**src/rtl/esc_pkg.sv**
```systemverilog
package esc_pkg;
  typedef enum logic [1:0] {
    ST_IDLE     = 2'b00,
    ST_PEND     = 2'b01,
    ST_ACT      = 2'b10,
    ST_ACT_PEND = 2'b11
  } esc_state_e;

  localparam int unsigned SRC_NMI       = 0;
  localparam int unsigned SRC_HARD      = 1;
  localparam int unsigned SRC_MEM       = 2;
  localparam int unsigned SRC_BUS       = 3;
  localparam int unsigned SRC_USE       = 4;
  localparam int unsigned SRC_FIRST_IRQ = 5;
endpackage

```
**src/rtl/esc_rst_sync.sv**
```systemverilog
module esc_rst_sync (
  input  logic clk,
  input  logic rst_n,
  output logic srst_n
);
  logic q1, q2;

  always_ff @(posedge clk or negedge rst_n) begin
    if (!rst_n) begin
      q1 <= 1'b0;
      q2 <= 1'b0;
    end else begin
      q1 <= 1'b1;
      q2 <= q1;
    end
  end

  assign srst_n = q2;
endmodule

```
**src/rtl/esc_src_cell.sv**
```systemverilog
module esc_src_cell (
  input  logic clk,
  input  logic srst_n,
  input  logic set_i,
  input  logic enter_i,
  input  logic exit_i,
  output logic pend_o,
  output logic act_o
);
  logic pend_q, act_q, pend_n, act_n;

  // A new request outranks a same-cycle entry: the source becomes active-and-pending.
  always_comb begin
    pend_n = (pend_q & ~enter_i) | set_i;
    act_n  = (act_q & ~exit_i) | enter_i;
  end

  always_ff @(posedge clk or negedge srst_n) begin
    if (!srst_n) begin
      pend_q <= 1'b0;
      act_q  <= 1'b0;
    end else begin
      pend_q <= pend_n;
      act_q  <= act_n;
    end
  end

  assign pend_o = pend_q;
  assign act_o  = act_q;
endmodule

```
**src/rtl/esc_arbiter.sv**
```systemverilog
module esc_arbiter #(
  parameter int N    = 9,
  parameter int IW   = 4,
  parameter int RW   = 4,
  parameter int BASE = 10
) (
  input  logic [N-1:0]    pend,
  input  logic [N-1:0]    act,
  input  logic [N-1:0]    elig,
  input  logic [N*RW-1:0] rank,
  output logic            win_valid,
  output logic [IW-1:0]   win_id,
  output logic [RW-1:0]   win_rank,
  output logic [RW-1:0]   exec_rank
);
  always_comb begin
    win_valid = 1'b0;
    win_id    = '0;
    win_rank  = RW'(BASE);
    exec_rank = RW'(BASE);
    // Ascending scan with strict compare keeps the lower index on a tie.
    for (int i = 0; i < N; i++) begin
      if (pend[i] && elig[i] && (!win_valid || rank[i*RW +: RW] < win_rank)) begin
        win_valid = 1'b1;
        win_id    = IW'(i);
        win_rank  = rank[i*RW +: RW];
      end
      if (act[i] && rank[i*RW +: RW] < exec_rank) begin
        exec_rank = rank[i*RW +: RW];
      end
    end
  end
endmodule

```
**src/rtl/esc_ctrl.sv**
```systemverilog
module esc_ctrl #(
  parameter int NUM_IRQ = 4,
  parameter int PW      = 3,
  localparam int N      = 5 + NUM_IRQ,
  localparam int IW     = $clog2(N),
  localparam int RW     = PW + 1,
  localparam int BASE   = (2 ** PW) + 2
) (
  input  logic            clk,
  input  logic            rst_n,
  input  logic [N-1:0]    hw_req,
  input  logic [N-1:0]    sw_set,
  input  logic            xn_fetch,
  input  logic            prot_en,
  input  logic [N-1:0]    src_en,
  input  logic [N*PW-1:0] prio,
  input  logic            entry_stb,
  input  logic [IW-1:0]   entry_id,
  input  logic            ret_stb,
  input  logic [IW-1:0]   ret_id,
  output logic [2*N-1:0]  state,
  output logic            win_valid,
  output logic [IW-1:0]   win_id,
  output logic            preempt_req,
  output logic [RW-1:0]   exec_rank,
  output logic            reset_entry
);
  import esc_pkg::*;

  logic            srst_n;
  logic [N-1:0]    raw_req, set_vec, enter_vec, exit_vec, elig, pend, act;
  logic [N*RW-1:0] rank;
  logic            escalate;
  logic [RW-1:0]   win_rank;
  logic            done_q, done_n;

  esc_rst_sync u_rst (.clk(clk), .rst_n(rst_n), .srst_n(srst_n));

  // Request routing, fault escalation, eligibility and ranks.
  always_comb begin
    raw_req          = hw_req | sw_set;
    raw_req[SRC_MEM] = (hw_req[SRC_MEM] & prot_en) | xn_fetch | sw_set[SRC_MEM];
    escalate         = 1'b0;
    set_vec          = raw_req;
    for (int f = SRC_MEM; f <= SRC_USE; f++) begin
      set_vec[f] = raw_req[f] & src_en[f];
      escalate   = escalate | (raw_req[f] & ~src_en[f]);
    end
    set_vec[SRC_HARD] = raw_req[SRC_HARD] | escalate;
    elig              = src_en;
    elig[SRC_NMI]     = 1'b1;
    elig[SRC_HARD]    = 1'b1;
    for (int i = 0; i < N; i++) begin
      rank[i*RW +: RW] = RW'(prio[i*PW +: PW]) + RW'(2);
      enter_vec[i]     = entry_stb && (entry_id == IW'(i));
      exit_vec[i]      = ret_stb && (ret_id == IW'(i));
    end
    rank[SRC_NMI*RW +: RW]  = RW'(0);
    rank[SRC_HARD*RW +: RW] = RW'(1);
  end

  for (genvar g = 0; g < N; g++) begin : g_src
    esc_src_cell u_cell (
      .clk    (clk),
      .srst_n (srst_n),
      .set_i  (set_vec[g]),
      .enter_i(enter_vec[g]),
      .exit_i (exit_vec[g]),
      .pend_o (pend[g]),
      .act_o  (act[g])
    );
    assign state[2*g +: 2] = {act[g], pend[g]};
  end

  esc_arbiter #(.N(N), .IW(IW), .RW(RW), .BASE(BASE)) u_arb (
    .pend     (pend),
    .act      (act),
    .elig     (elig),
    .rank     (rank),
    .win_valid(win_valid),
    .win_id   (win_id),
    .win_rank (win_rank),
    .exec_rank(exec_rank)
  );

  assign preempt_req = win_valid && (win_rank < exec_rank);

  // Reset handler start strobe.
  always_comb done_n = 1'b1;

  always_ff @(posedge clk or negedge srst_n) begin
    if (!srst_n) done_q <= 1'b0;
    else         done_q <= done_n;
  end

  assign reset_entry = srst_n & ~done_q;
endmodule

```
**config.mk**
```make
export PLATFORM = sky130hd
export DESIGN_NAME = esc_ctrl
export DESIGN_NICKNAME = d
export VERILOG_FILES = /design/src/rtl/esc_pkg.sv /design/src/rtl/esc_rst_sync.sv /design/src/rtl/esc_src_cell.sv /design/src/rtl/esc_arbiter.sv /design/src/rtl/esc_ctrl.sv
export SDC_FILE = /design/constraint.sdc
export NUM_CORES = 1
export LEC_CHECK = 0
export ABC_AREA = 1
export BUFFER_PORTS_ARGS = -buffer_cell sky130_fd_sc_hd__buf_2
export CORE_MARGIN = 8
export CORE_UTILIZATION = 57
export CTS_CLUSTER_SIZE = 12
export DETAILED_ROUTE_END_ITERATION = 8
export HOLD_SLACK_MARGIN = 0.12
export PLACE_DENSITY = 0.88
export SYNTH_ARGS = -nofsm -noshare
export SYNTH_HDL_FRONTEND = slang
export SYNTH_SLANG_ARGS = --single-unit
export TNS_END_PERCENT = 30
```
**constraint.sdc**
```tcl
create_clock -name clk -period 15.2 [get_ports clk]
set_input_delay 0.76 -clock clk [delete_from_list [all_inputs] [get_ports clk]]
set_output_delay 0.76 -clock clk [all_outputs]
set_load 0.01 [all_outputs]
```
==> results of run 1 <==
-- power groups by stage --
stage	sequential, uW	combinational [uW]	clock (uW)
2_1_floorplan	67.6	300	0
3_5_place_dp	71.0	386	0
3_3_place_gp	71.0	366	0
5_1_grt	70.7	449	39.9
6_report	69.9	389	36.7
4_1_cts	69.9	388	37.4
-- state kept, by name (all words and copies together), names as in the netlist --
| name | flops |
|---|---|
| u_rst.srst_n | 1 |
| g_src.u_cell.act_o | 9 |
| g_src.u_cell.pend_o | 9 |
| done_q | 1 |
| u_rst.q1 | 1 |
-- Yosys cell counts (all sizes together) --
cell	instances
a31oi	1
inv	76
nor3	1
a211o	6
ha	50
o21a	1
nand2	181
a2111o	1
dfrtp	21
o31ai	1
conb	1
nor2	19
o21ai	58
a41oi	1
o211ai	2
nand4	2
and2	2
a21oi	12
o221ai	1
a22o	1
nand3	30
buf	18
-- through the flow --
stage               cell area, sq um  cells
detailed placement              3530    629
global placement                3530    629
floorplan                       3130    487
global route                    3570    633
CTS                             3570    633
finish                          3570    633
-- worst max path at each step --
| stage | startpoint | to | slack [ns] |
|---|---|---|---|
| 2_1_floorplan | prio[7] | preempt_req | 7.11 |
| 3_3_place_gp | prio[7] | preempt_req | 6.26 |
| 3_5_place_dp | prio[7] | preempt_req | 5.93 |
| 4_1_cts | prio[7] | preempt_req | 5.93 |
| 5_1_grt | prio[7] | preempt_req | 5.02 |
| 6_report | prio[7] | preempt_req | 5.82 |
-- kinds of logic after synthesis --
kind of cell	after synthesis
and+or+nand+nor	235
buffers and inverters	94
AOI/OAI and AO/OA	85
adders and majority gates	50
DFF	21
other	1
-- area by class of cell --
class | count | share of cell area (%)
clock buffer | 4 | 1.26
inverter | 76 | 7.98
multi-input combinational | 372 | 61.2
sequential | 21 | 14.7
tap | 72 | 2.52
timing repair buffer | 88 | 12.3
-- routing by layer --
layer	vias to the layer above	track usage (%)	share of wire, %
li1	1715	-	-
met1	1480	23.0	45
met2	117	34.7	48
met3	6	3.33	6.2
met4	0	4.16	0.88
met5	-	0	0
==> results.json, run 1 <==
{
  "total_power_uw": 495,
  "status": "complete, no violations",
  "area_growth_pct": 14.2,
  "mostFrequentLayoutCell": "nand2_1",
  "setup_viol": 0,
  "yosys_warnings": 0,
  "fillers": 508,
  "r2r_slack_ns": 14.28,
  "hold_path.class": "input port to asynchronous set/reset pin",
  "antenna_cells": 0,
  "ant_nets": 0,
  "maxSlewViolCount": 0,
  "synth_area_sq_mm": 0.00313,
  "rr_worst_depth": 1,
  "synth_top_area_share_pct": 20.0,
  "ys_ff_latch": 21,
  "drive_gt1_share_pct": 22.5,
  "vias": 3318,
  "port_buffers": 88,
  "critical_path_class": "input port to output pin",
  "whs_ns": 0.267,
  "drtIter0Drc": 179,
  "synth_compound_area_share_pct": 15.8,
  "synth.avg_cell_area_sq_um": 6.44,
  "comb_power_share_pct": 78.5,
  "grt_pass1_wl_microns": 13800,
  "core-area_sq_mm": 0.00541,
  "crit_path_top_delay_cell": "o21ai_0",
  "postCtsSetupRepairBufs": 0,
  "synth_cell_type_count": 29,
  "fin_crit_sh_pct": 61.7,
  "hold_viol": 0,
  "reg2reg_from": "g_src[1].u_cell.pend_o",
  "p_sw_share_pct": 53.7,
  "seq_power_share_pct": 14.1,
  "slew_headroom_pct": 49.3,
  "intPower_uw": 229,
  "timing.critical_path.buf_inv": 4,
  "synth_area_leaders": "ha_1 20%, nand2_1 19%, dfrtp_1 17%",
  "viasPerCell": 5.24,
  "clockRootBuffer": "clkbuf_8",
  "fin_ws_ns": 5.82,
  "ctsResizeCount": 0,
  "rows": 27,
  "die_h_microns": 90.1,
  "synth_cells": 486,
  "cts_tree": "done",
  "htree_levels": 1,
  "synth_seq_area_share_pct": 16.8,
  "wl_microns": 7920,
  "crit_family": "compound AO/OA/AOI/OAI gates",
  "multi_input_area_sq_mm": 0.00219,
  "die_x_microns": 90.1,
  "synthSimpleGateAreaFrac_pct": 33.9,
  "required_ns": 14.44,
  "synth_top_cell_by_area": "ha_1",
  "grt_overflow_total": 0,
  "max_freq_mhz": 107,
  "clk_pin_slew_ns": 0.07,
  "synthMuxAreaShare_pct": 0,
  "start_util_pct": 57.9,
  "fin_setup_tns_ns": 0,
  "clk-insertion-delay-late_ns": 0.26,
  "p_per_area_mw_per_mm2": 139,
  "detail_route.first_pass.iterations": 5,
  "cts_inserted_buffers": 3,
  "pre_cts_slack_ns": 5.93,
  "dieArea_sq_mm": 0.00812,
  "layout.nets": 680,
  "grt_max_degree": 21,
  "p_clk_share_pct": 7.4,
  "synth_fa_ha_area_share_pct": 20.0,
  "endpoint_kind": "output pin",
  "crit_arrival_ns": 8.62,
  "worst_pin_slew_ns": 0.761,
  "antenna_found_initial": 0,
  "postCtsHoldBufs": 0,
  "rsz0062_at_grt": "false",
  "power_switching_uw": 266,
  "avgRoutedWirePerCell_microns": 12.5,
  "final_cell_mix": "155 x nand2_1, 88 x buf_2, 75 x inv_1",
  "reg2reg_to": "g_src[1].u_cell.pend_o",
  "drc_errors": 0,
  "cap_violations": 0,
  "synthXorXnorAreaFrac_pct": 0,
  "clock-sinks": 21,
  "regArea_sq_um": 526,
  "gr-usage-all-layers_pct": 19.2,
  "place.gp.congestion": 0.866,
  "power.leakage_uw": 0.00214,
  "dp_hpwl_microns": 6880,
  "cp_max_fo": 8,
  "clock_skew_ns": 0.000635,
  "start_kind": "input port",
  "cpPeakStageDelay_ns": 0.35,
  "cts_buffer_depth": 2,
  "vdd_drop_max_mv": 0.0766,
  "worst-path-stages": 47,
  "final_core_util_pct": 66.1,
  "ios": 97,
  "synth_top_family_by_area": "simple AND/OR/NAND/NOR gates",
  "grt_pass1_vias": 3419,
  "fin_crit_ns": 9.38
}
(Power assumes the default switching activity.)
==> run 2, diff against run 1 <==
ABC_AREA = 0   (was 1)
CORE_UTILIZATION = 54   (was 57)
PLACE_DENSITY = 0.82   (was 0.88)
clock period = 9.4 ns   (was 15.2 ns; I/O delays follow)
==> run 2 against run 1 <==
Effect of this change:
- the flow now finishes with violations (setup timing)
- sequential power increased by 63%
- power rose to 2.7 times the previous value
- final cell count grew 12%
- core utilization is 23 points higher
- hold slack improved by 0.061 ns
- clock-buffer cell count shrank 1
- critical endpoint unchanged
==> results.json, run 2 <==
{
  "status": "finished with violations",
  "failed_checks": "setup timing",
  "clockRootBuffer": "clkbuf_8",
  "max_freq_mhz": 85.3,
  "required_ns": 8.93,
  "yosysMostFrequentCell": "ha_1",
  "synthTopCellsByCount": "50 x ha_1, 46 x nand2_1, 34 x inv_1",
  "cts_buffer_depth": 2,
  "cts_inserted_buffers": 3,
  "start_util_pct": 55.0,
  "antenna_found_initial": 0,
  "antenna_cells": 0,
  "port_buffers": 88,
  "crit_path_top_delay_cell": "dfrtp_2",
  "fin_cells": 711,
  "ys_ff_latch": 21,
  "grt_pass1_wl_microns": 21200,
  "dp_hpwl_microns": 10300,
  "dieArea_sq_mm": 0.00917,
  "synth_cells": 413,
  "synth_area_sq_mm": 0.00343,
  "placed_cell_area_sq_mm": 0.00493,
  "critical_path_class": "flip-flop to output pin",
  "drive_gt1_share_pct": 55.0,
  "rsz0062_at_grt": "true",
  "htree_levels": 1,
  "reg2reg_from": "g_src[1].u_cell.pend_o",
  "fin_crit_sh_pct": 125,
  "p_per_area_mw_per_mm2": 238,
  "vias": 4579,
  "startpoint": "g_src[1].u_cell.pend_o",
  "ios": 97,
  "avgRoutedWirePerCell_microns": 22.5,
  "yosys_warnings": 0,
  "grt_max_degree": 21,
  "detail_route.first_pass.iterations": 7,
  "rows": 29,
  "hold_path.class": "flip-flop to asynchronous set/reset pin",
  "synth_seq_area_share_pct": 15.3,
  "timing.critical_path.mode_cell": "ha_4",
  "clk-insertion-delay-late_ns": 0.26,
  "crit_arrival_ns": 11.25,
  "core-area_sq_mm": 0.00624,
  "async_reset_ff_share_pct": 100,
  "place.gp.congestion": 0.960,
  "drc_errors": 0,
  "cpPeakStageDelay_ns": 0.44,
  "fin_setup_tns_ns": -12.13,
  "layout.nets": 753,
  "gr-usage-all-layers_pct": 28.8,
  "wl_microns": 16000,
  "slew_headroom_pct": 48.1,
  "ys.flop_type": "dfrtp_1",
  "grt_pass1_vias": 4633,
  "worst_pin_slew_ns": 0.778,
  "start_kind": "flip-flop",
  "synth_cell_type_count": 69,
  "placedCellCount": 675,
  "clk_pin_slew_ns": 0.08,
  "die_h_microns": 95.8,
  "synth_enable_flop_cells": 0,
  "final_cell_mix": "141 x buf_4, 86 x buf_2, 40 x nand2_1",
  "stdcell_area_sq_mm": 0.00555,
  "setup_viol": 9,
  "endpoint_kind": "output pin",
  "ant_nets": 0,
  "synth.avg_cell_area_sq_um": 8.32,
  "hold_viol": 0,
  "cp_max_fo": 5,
  "die_x_microns": 95.8,
  "mostFrequentLayoutCell": "buf_4",
  "area_growth_pct": 61.7,
  "fin_ws_ns": -2.32,
  "maxSlewViolCount": 0,
  "viasPerCell": 6.44,
  "cts_tree": "done",
  "synth_area_leaders": "ha_1 18%, dfrtp_1 15%, nand2_1 5.0%",
  "drtIter0Drc": 349,
  "cap_violations": 0,
  "clock_skew_ns": 0.00153,
  "synth_top_area_share_pct": 18.2,
  "clock-sinks": 21,
  "power.leakage_uw": 0.00267,
  "grt_overflow_total": 0,
  "fillers": 284,
  "fin_crit_ns": 11.72,
  "synth_top_cell_by_area": "ha_1",
  "vdd_drop_max_mv": 0.226
}
## run 2: cell count changes after synthesis, moves of 8 or more
cell / delta
o21ai_0: -25
nand3_1: -12
nand2_2: -17
nand2_4: -8
o21a_1: +8
inv_1: -41
a21o_1: +9
a21oi_1: +13
mux2i_1: +15
nor2b_1: +11
mux2_2: +14
nand2_1: -109
## run 2: report_power, final
group / total (uW) / switching (uW) / internal (uW)
Sequential: 114 / 13.4 / 100
Combinational: 1150 / 564 / 587
Clock: 59.5 / 29.9 / 29.6
## run 2: logic make-up (layout without fill, tap and decap cells)
| family | count (synthesis) | in the layout | synth area share (%) |
|---|---|---|---|
| AOI/OAI and AO/OA | 132 | 132 | 28.3 |
| adders and majority gates | 50 | 50 | 18.2 |
| buffers and inverters | 53 | 273 | 7.76 |
| DFF | 21 | 21 | 15.3 |
| muxes | 36 | 36 | 12.0 |
| other | 1 | 2 | 0.109 |
| and+or+nand+nor | 120 | 120 | 18.3 |
## run 2: area by class of cell
type / instances / area [sq um] / area share [%]
clock inverters: 1 / 5.00 / 0.0901
repair buffers: 235 / 1580 / 28.4
well taps: 77 / 96.3 / 1.74
clock buffers: 3 / 41.3 / 0.744
inverters: 34 / 130 / 2.34
flip-flops and latches: 21 / 528 / 9.51
multi-input cells: 340 / 3170 / 57.2
## run 2: final timing paths
kind	to	slack, ns	cells after the start
worst max-delay path	preempt_req	-2.32	51
worst min-delay path	done_q	0.33	0
worst max register to register	g_src[1].u_cell.pend_o	8.09	4
worst min register to register	done_q	0.33	0
max in group asynchronous	g_src[1].u_cell.pend_o	8.54	0
min in group clk	u_rst.srst_n	0.35	0
## run 2: repair_timing
action,4_1_cts,5_1_grt
setup buffers,20,13
pin swaps,35,24
gates resized for setup,37,27
endpoints found under the setup margin,9,9
hold endpoints to repair,2,0
hold buffers,1,0
## run 2: stage by stage
step           setup slack (ns)  total power [uW]  util, %  hold slack, ns
4_1_cts                   -1.51              1160     85.4           0.345
3_3_place_gp              -1.26               973     79.0           0.257
2_1_floorplan             -1.10               652        -           0.174
3_5_place_dp              -1.68              1010     79.0           0.259
5_1_grt                   -2.70              1390     89.0           0.373
6_report                  -2.32              1320     89.0           0.328
## run 2: per-layer routing
metal | up-vias | part of all wire [%] | track usage (%)
li1 | 1986 | - | -
met1 | 2162 | 37 | 31.6
met2 | 318 | 50 | 53.0
met3 | 113 | 7.4 | 5.30
met4 | 0 | 6.4 | 12.0
met5 | - | 0 | 0
## run 2: worst max-delay path: cells and delay by family (launching register included)
kind,cells,cell delay (ns)
AOI/OAI and AO/OA,26,5.12
adders and majority gates,8,2.04
muxes,6,1.87
and+or+nand+nor,8,1.02
buffers and inverters,3,0.49
DFF,1,0.44
